[config.mk]
export PLATFORM = sky130hd
export DESIGN_NAME = cart_spi_bridge
export DESIGN_NICKNAME = d
export VERILOG_FILES = /design/src/rtl/cart_spi_pkg.sv /design/src/rtl/cart_win_decode.sv /design/src/rtl/cart_spi_tick.sv /design/src/rtl/cart_spi_shifter.sv /design/src/rtl/cart_spi_bridge.sv
export SDC_FILE = /design/constraint.sdc
export NUM_CORES = 1
export LEC_CHECK = 0
export BUFFER_PORTS_ARGS = -buffer_cell sky130_fd_sc_hd__buf_4
export CAP_MARGIN = 10
export CORE_MARGIN = 2
export CORE_UTILIZATION = 30
export CTS_CLUSTER_DIAMETER = 40
export DETAILED_ROUTE_END_ITERATION = 16
export GPL_TIMING_DRIVEN = 0
export SYNTH_ARGS = -nofsm -noshare
export SYNTH_HDL_FRONTEND = slang
export SYNTH_SLANG_ARGS = --single-unit
[constraint.sdc]
create_clock -name clk -period 1.8 [get_ports clk]
set_clock_uncertainty 0.05 [all_clocks]
set_input_delay 0.45 -clock clk [delete_from_list [all_inputs] [get_ports clk]]
set_output_delay 0.45 -clock clk [all_outputs]
set_load 0.05 [all_outputs]
[src/rtl/cart_spi_pkg.sv]
package cart_spi_pkg;
  localparam int ADDR_W     = 16;
  localparam int DATA_W     = 16;
  localparam int CMD_W      = 8;
  localparam int FRAME_BITS = CMD_W + ADDR_W + DATA_W;
  localparam int BIT_CNT_W  = $clog2(FRAME_BITS);

  typedef logic [FRAME_BITS-1:0] frame_t;

  // Window match: address bits selected by the mask equal the base.
  function automatic logic in_window(input logic [ADDR_W-1:0] addr,
                                     input logic [ADDR_W-1:0] base,
                                     input logic [ADDR_W-1:0] mask);
    return (addr & mask) == (base & mask);
  endfunction

  // Command byte: bit0 = read, bit1 = GROM space, upper bits zero.
  function automatic logic [CMD_W-1:0] make_cmd(input logic is_read,
                                                input logic is_grom);
    logic [CMD_W-1:0] c;
    c    = '0;
    c[0] = is_read;
    c[1] = is_grom;
    return c;
  endfunction

  // Reads send zero data; writes send the host word.
  function automatic frame_t make_frame(input logic [CMD_W-1:0]  cmd,
                                        input logic [ADDR_W-1:0] addr,
                                        input logic              is_read,
                                        input logic [DATA_W-1:0] wdata);
    return {cmd, addr, (is_read ? {DATA_W{1'b0}} : wdata)};
  endfunction
endpackage

[src/rtl/cart_win_decode.sv]
module cart_win_decode
  import cart_spi_pkg::*;
#(
  parameter logic [ADDR_W-1:0] ROM_BASE  = 16'h6000,
  parameter logic [ADDR_W-1:0] ROM_MASK  = 16'hE000,
  parameter logic [ADDR_W-1:0] GROM_BASE = 16'h9800,
  parameter logic [ADDR_W-1:0] GROM_MASK = 16'hFC00
) (
  input  logic [ADDR_W-1:0] addr,
  output logic              hit,
  output logic              is_grom
);
  localparam int NUM_WIN = 2;
  localparam logic [NUM_WIN-1:0][ADDR_W-1:0] BASES = {GROM_BASE, ROM_BASE};
  localparam logic [NUM_WIN-1:0][ADDR_W-1:0] MASKS = {GROM_MASK, ROM_MASK};

  logic [NUM_WIN-1:0] win_match;

  for (genvar w = 0; w < NUM_WIN; w++) begin : g_win
    assign win_match[w] = in_window(addr, BASES[w], MASKS[w]);
  end

  assign hit     = |win_match;
  assign is_grom = win_match[1];
endmodule

[src/rtl/cart_spi_tick.sv]
module cart_spi_tick #(
  parameter int HALF_DIV = 2
) (
  input  logic clk,
  input  logic rst,
  input  logic en,
  output logic tick
);
  localparam int CW = (HALF_DIV > 1) ? $clog2(HALF_DIV) : 1;
  localparam logic [CW-1:0] LAST = CW'(HALF_DIV - 1);

  logic [CW-1:0] cnt;

  assign tick = en && (cnt == LAST);

  always_ff @(posedge clk) begin
    if (rst || !en || tick) cnt <= '0;
    else                    cnt <= cnt + 1'b1;
  end
endmodule

[src/rtl/cart_spi_shifter.sv]
module cart_spi_shifter
  import cart_spi_pkg::*;
(
  input  logic              clk,
  input  logic              rst,
  input  logic              start,
  input  frame_t            frame_i,
  input  logic              is_read_i,
  input  logic              tick,
  input  logic              miso,
  output logic              active,
  output logic              sclk,
  output logic              mosi,
  output logic              done,
  output logic [DATA_W-1:0] rdata
);
  localparam logic [BIT_CNT_W-1:0] LAST_BIT = BIT_CNT_W'(FRAME_BITS - 1);

  frame_t                tx;
  logic [DATA_W-1:0]     rx;
  logic [BIT_CNT_W-1:0]  bit_cnt;
  logic                  rd_q;

  always_ff @(posedge clk) begin
    if (rst) begin
      active  <= 1'b0;
      sclk    <= 1'b0;
      mosi    <= 1'b0;
      done    <= 1'b0;
      rdata   <= '0;
      tx      <= '0;
      rx      <= '0;
      bit_cnt <= '0;
      rd_q    <= 1'b0;
    end else begin
      done <= 1'b0;
      if (!active) begin
        if (start) begin
          active  <= 1'b1;
          tx      <= frame_i;
          mosi    <= frame_i[FRAME_BITS-1];
          bit_cnt <= '0;
          sclk    <= 1'b0;
          rd_q    <= is_read_i;
        end
      end else if (tick) begin
        if (!sclk) begin
          sclk <= 1'b1;
          rx   <= {rx[DATA_W-2:0], miso};
        end else begin
          sclk <= 1'b0;
          if (bit_cnt == LAST_BIT) begin
            active <= 1'b0;
            done   <= 1'b1;
            mosi   <= 1'b0;
            if (rd_q) rdata <= rx;
          end else begin
            bit_cnt <= bit_cnt + 1'b1;
            tx      <= {tx[FRAME_BITS-2:0], 1'b0};
            mosi    <= tx[FRAME_BITS-2];
          end
        end
      end
    end
  end
endmodule

[src/rtl/cart_spi_bridge.sv]
module cart_spi_bridge
  import cart_spi_pkg::*;
#(
  parameter int                HALF_DIV  = 2,
  parameter logic [ADDR_W-1:0] ROM_BASE  = 16'h6000,
  parameter logic [ADDR_W-1:0] ROM_MASK  = 16'hE000,
  parameter logic [ADDR_W-1:0] GROM_BASE = 16'h9800,
  parameter logic [ADDR_W-1:0] GROM_MASK = 16'hFC00
) (
  input  logic              clk,
  input  logic              rst,
  input  logic              host_req,
  input  logic              host_we,
  input  logic [ADDR_W-1:0] host_addr,
  input  logic [DATA_W-1:0] host_wdata,
  output logic [DATA_W-1:0] host_rdata,
  output logic              host_wait,
  output logic              host_ready,
  output logic              spi_sclk,
  output logic              spi_mosi,
  input  logic              spi_miso,
  output logic              spi_cs_n
);
  logic   win_hit;
  logic   win_grom;
  logic   req_accept;
  logic   frame_active;
  logic   half_tick;
  logic   frame_done;
  frame_t frame_word;

  cart_win_decode #(
    .ROM_BASE (ROM_BASE),  .ROM_MASK (ROM_MASK),
    .GROM_BASE(GROM_BASE), .GROM_MASK(GROM_MASK)
  ) u_dec (
    .addr   (host_addr),
    .hit    (win_hit),
    .is_grom(win_grom)
  );

  assign req_accept = host_req && win_hit && !frame_active;
  assign frame_word = make_frame(make_cmd(!host_we, win_grom), host_addr,
                                 !host_we, host_wdata);

  cart_spi_tick #(.HALF_DIV(HALF_DIV)) u_tick (
    .clk (clk),
    .rst (rst),
    .en  (frame_active),
    .tick(half_tick)
  );

  cart_spi_shifter u_shift (
    .clk      (clk),
    .rst      (rst),
    .start    (req_accept),
    .frame_i  (frame_word),
    .is_read_i(!host_we),
    .tick     (half_tick),
    .miso     (spi_miso),
    .active   (frame_active),
    .sclk     (spi_sclk),
    .mosi     (spi_mosi),
    .done     (frame_done),
    .rdata    (host_rdata)
  );

  assign spi_cs_n   = !frame_active;
  assign host_wait  = frame_active;
  assign host_ready = frame_done;
endmodule

# After elaboration in Yosys (flattened, before gate mapping)
# Cells that the tools add are included.
# classes
add_sub_neg	2
multipliers	0
n_div	0
n_lt_le_gt_ge	0
eq_ne	6
n_shift	0
mux	25
bitwise	3
n_reduce_logical	16
# ops
cell	n
$mux W39	5
$mux W6	5
$mux W16	1
$mux W1	14
$eq A6 B6 Y1 const B	2
$add A6 B1 Y6 const B	1
$ne A2 B2 Y1 const B	3
$reduce_and A3 Y1	2
$reduce_and A5 Y1	1
$reduce_and A2 Y1	2
$reduce_and A4 Y1	1
$reduce_or A4 Y1	1
$eq A3 B2 Y1 const B	1
$logic_and A1 B1 Y1	3
$not A1 Y1	3
$logic_not A1 Y1	2
$logic_or A1 B1 Y1	2
$reduce_bool A2 Y1	1
$reduce_or A2 Y1	1
$add A1 B1 Y1 const B	1
# totals
regBits	83
latchBits	0
mem_bits_rw	0
romBits	0
inputBits	37
output_inout_bits	21
elab_cells	62
memories	0

# Logic depth before layout (Yosys ltp)
# depth
ltp_word	6
depth_mapped	7
mapped_depth_nobuf	5

# By module
# A second synthesis with hierarchy kept.
# unflattened
hier_cells	401
area_unflattened_um2	3672.3
# modules_own_cells
mod	n_inst	cells_per_inst	area_each_um2	seq_area_each_um2
cart_spi_shifter	1	371	3439.5	1641.6
cart_spi_bridge	1	21	146.4	0.0
cart_win_decode	1	6	46.3	0.0
cart_spi_tick	1	3	40.0	20.0

# Worst setup path before layout
# Ideal clock, no wire load.
# synth_timing
kind	flip-flop to flip-flop
start	reg u_shift.active
end	reg u_shift.bit_cnt[3]
setup_ns	0.074
arrival_ns	1.877
required_ns	1.676
setup_slack_ns	-0.201
stages_incl_launch_ff	5
path_buffers	1
period_less_slack_ns	2.001
path_cell_list	dfxtp_1 -> buf_4 -> inv_1 -> or4_1 -> a31oi_1
# synth_between
elab_chain_len	4
word_cells_on_any_way	9
classes_between	eq/ne (3); mux (1); reduce/logical (5)
# synth_lines
item	line	text
start, declared	cart_spi_shifter.sv:11	output logic active,
start signal, assigned	cart_spi_shifter.sv:26	active <= 1'b0;
start signal, assigned	cart_spi_shifter.sv:39	active <= 1'b1;
start signal, assigned	cart_spi_shifter.sv:53	active <= 1'b0;
$logic_not A1 Y1	-	
via spi_cs_n	cart_spi_bridge.sv:22	output logic spi_cs_n
$logic_and A1 B1 Y1	cart_spi_bridge.sv:41	assign req_accept = host_req && win_hit && !frame_active;
$reduce_bool A2 Y1 (no line)	-	
$reduce_and A4 Y1 (no line)	-	
end signal, assigned	cart_spi_shifter.sv:58	bit_cnt <= bit_cnt + 1'b1;
end, declared	cart_spi_shifter.sv:21	logic [BIT_CNT_W-1:0] bit_cnt;
# The timed path passes the listed nets, and every way through them passes these cells.
# A chain may end at the register's enable or synchronous reset.

# Worst setup path after layout
# layout_timing
start	reg u_shift.active
end	out spi_cs_n
# layout_between
elab_chain_len	1
# layout_lines
item	line	text
$logic_not A1 Y1	cart_spi_bridge.sv:67	assign spi_cs_n = !frame_active;
end, declared	cart_spi_bridge.sv:22	
# No other way between the ends.

==> impl_metrics.toml <==
[logic_synthesis]
syn_nets = 413
synth_top_area_share = 0.477
synth_edf_count = 0
synth_area_leader_cell = "dfxtp_1"
syn_area_per_cell_sq_um = 9.29
yosys_warnings = 0
yosysSeqAreaShare = 0.477
syn-cell-area_sq_um = 3480
synth_ff_type = "dfxtp_1"
synth_cells = 375
async_flop_share = 0
synthTopCellsByArea = "dfxtp_1 48%, mux2i_1 9.2%, a211oi_1 6.9%"
ys_seq_elements = 83
ys_types = 40

[power]
switching_share = 0.234
ir_worst_vdd_mv = 0.439
combPwrFrac = 0.070
p_per_area_nw_per_um2 = 898
seqPwrFrac = 0.467
power.leakage_nw = 1.62
p_sw_uw = 944
clock_power_share = 0.462
p_int_mw = 3.10
power_mw = 4.04

[worst_setup_path]
worstRegToRegCells = 7
crit_arrival_ps = 1230
cpPeakStageDelay_ps = 410
path_class = "reg -> out"
worstSetupStartpointType = "flip-flop"
cp_max_fo = 10
cp.depth = 3
cp_num_buf_inv = 3
critPathSlowestCell = "dfxtp_2"
path_cells = "buf_6 > inv_1 > buf_4"
cp-end-kind = "output pin"
cp.required_ps = 1300
critPathTopFamily = "buffers and inverters"

[cells_and_area]
multiInputGateArea_sq_um = 1670
final_common_cell = "dfxtp_1"
antenna_cells = 0
drive_gt1_frac = 0.265
instances_no_fill = 595
regArea_sq_um = 1670
utilization = 0.396
most-common-layout-cells = "79 x dfxtp_1, 65 x buf_4, 36 x nand2_1"
nFillCells = 1124
area_growth_syn_to_layout_pct = 29.2
nNetsFinal = 485

[worst_hold_path]
hold_path.class = "in -> reg"
whs_path_depth = 2

[placement]
portBuffers = 57
dp_hpwl_mm = 6.05
dp.cells = 575
gp_congestion = 0.746
dp_slack_ps = -168

[outcome]
outcome = "finished, final reports clean"

[route]
vias = 2994
drc_errors = 0
wirelength_mm = 8.71
drtPass1Iterations = 4
routed_via_density = 5.03
drt_iter0_markers = 139
ant_nets = 0
wl_per_cell_um = 14.6

[grt]
antenna_found_initial = 0
grt_pass1_vias = 2941
grt_pass1_wl_mm = 14.7
grt_max_degree = 16
grt_util_all_layers = 0.143
grt_overflow_total = 0

[sta]
grt_setup_unrepaired = "false"
relSlewSlack = 0.634
finalHoldViolCount = 0
drv_slew = 0
tightest_slew_ps = 549
holdWs_ps = 269
setup_viol = 0
fmaxAchievable_mhz = 578
final.min_clock_period_ps = 1730
fin_crit_sh = 0.961
timing.final.ws_setup_ps = 70.3

[cts]
numClockSinks = 83
cts_max_level = 3
cts-root-buf = "clkbuf_16"
cts_tree = "yes"
clockBufferDepth = 2
clk_latency_ps = 330
cts_hold_buf = 0
cts_inserted_buffers = 9
cts.reportedPaths.clkPinSlew_ps = 60

[floorplan]
core-area_sq_um = 11400
die_area_sq_um = 12500
ios = 58
die_x_um = 112
start_util = 0.306
fp-row-count = 39
die_y_um = 112

[flow_run]
drv_cap = 0
[stage by stage]
stage | setup TNS, ps | instance area [sq um]
final | 0 | 4500
after detailed placement | -2640 | 4090
after CTS | 0 | 4430
after global placement | -2180 | 4090
after global routing | 0 | 4500
after floorplan | 0 | 3490
[worst paths after layout]
check                                   from                        endpoint  slack, ps
max                u_shift.active$_SDFF_PP0_                        spi_cs_n         70
max reg2reg  u_shift.bit_cnt[0]$_SDFFE_PP0P_  u_shift.rdata[11]$_SDFFE_PP0P_        120
min reg2reg      u_shift.rx[15]$_SDFFE_PP0P_     u_shift.rx[15]$_SDFFE_PP0P_        410
min                                  host_we       u_shift.rd_q$_SDFFE_PP0P_        270
[synth_stat cells (all sizes together) (2+ instances only)]
master   n
dfxtp   83
nand2   37
nor3    35
a211oi  32
mux2i   32
a21oi   27
nand3   23
buf     21
nor2    21
a22oi   16
clkbuf  14
a311oi   3
and4bb   3
nand2b   3
o21ai    3
a31oi    2
inv      2
nor2b    2
o211ai   2
or2      2
or4      2
[worst reg2reg max path, delay by kind of cell, from the launching register on]
kind / cells / cell delay [ps]
multiplexers: 1 / 190
adder cells (fa/ha/maj): 1 / 170
AND/OR/NAND/NOR: 3 / 420
buffers and inverters: 2 / 330
flip-flops: 1 / 380
[state kept, by name, summed over array words and instances (netlist names)]
name and cells:
u_shift.rx 16, u_shift.sclk 1, u_shift.rdata 16, u_shift.mosi 1, u_shift.done 1, u_shift.rd_q 1, u_shift.active 1, u_shift.bit_cnt 6
u_shift.tx 39, u_tick.cnt 1
[timing repair]
action                     CTS  global route
gates resized for setup      6            14
setup endpoints to repair   39            61
buffers inserted             2             2
pin swaps                    0             1
[layout make-up]
type                       count  area share
buffer                        35      0.0487
clock buffer                  10      0.0509
clock inverter                 6      0.0161
inverter                       2     0.00167
multi-input combinational    255       0.371
sequential                    83       0.370
tap                          143      0.0398
timing repair buffer          61       0.102
[power by group through the flow]
stage	Sequential (mW)	Combinational [mW]	Clock (mW)
3_5_place_dp	1.93	0.276	0
2_1_floorplan	1.93	0.159	0
6_report	1.89	0.284	1.87
4_1_cts	1.89	0.279	1.91
3_3_place_gp	1.93	0.271	0
5_1_grt	1.89	0.316	2.01
[per-layer routing]
metal / up-vias / share of wire / global-route usage
li1: 1520 / - / -
met1: 1406 / 0.49 / 0.192
met2: 59 / 0.46 / 0.224
met3: 9 / 0.039 / 0.0468
met4: 0 / 0.011 / 0.0346
met5: - / 0 / 0
[kinds of logic after synthesis]
group,count (synthesis),share of synthesized area
AOI/OAI and AO/OA,89,0.176
adders and majority gates,1,0.00359
buffers and inverters,37,0.0596
DFF,83,0.477
muxes,32,0.0919
and+or+nand+nor,133,0.192
No activity file was read; power rests on OpenSTA's default activity.
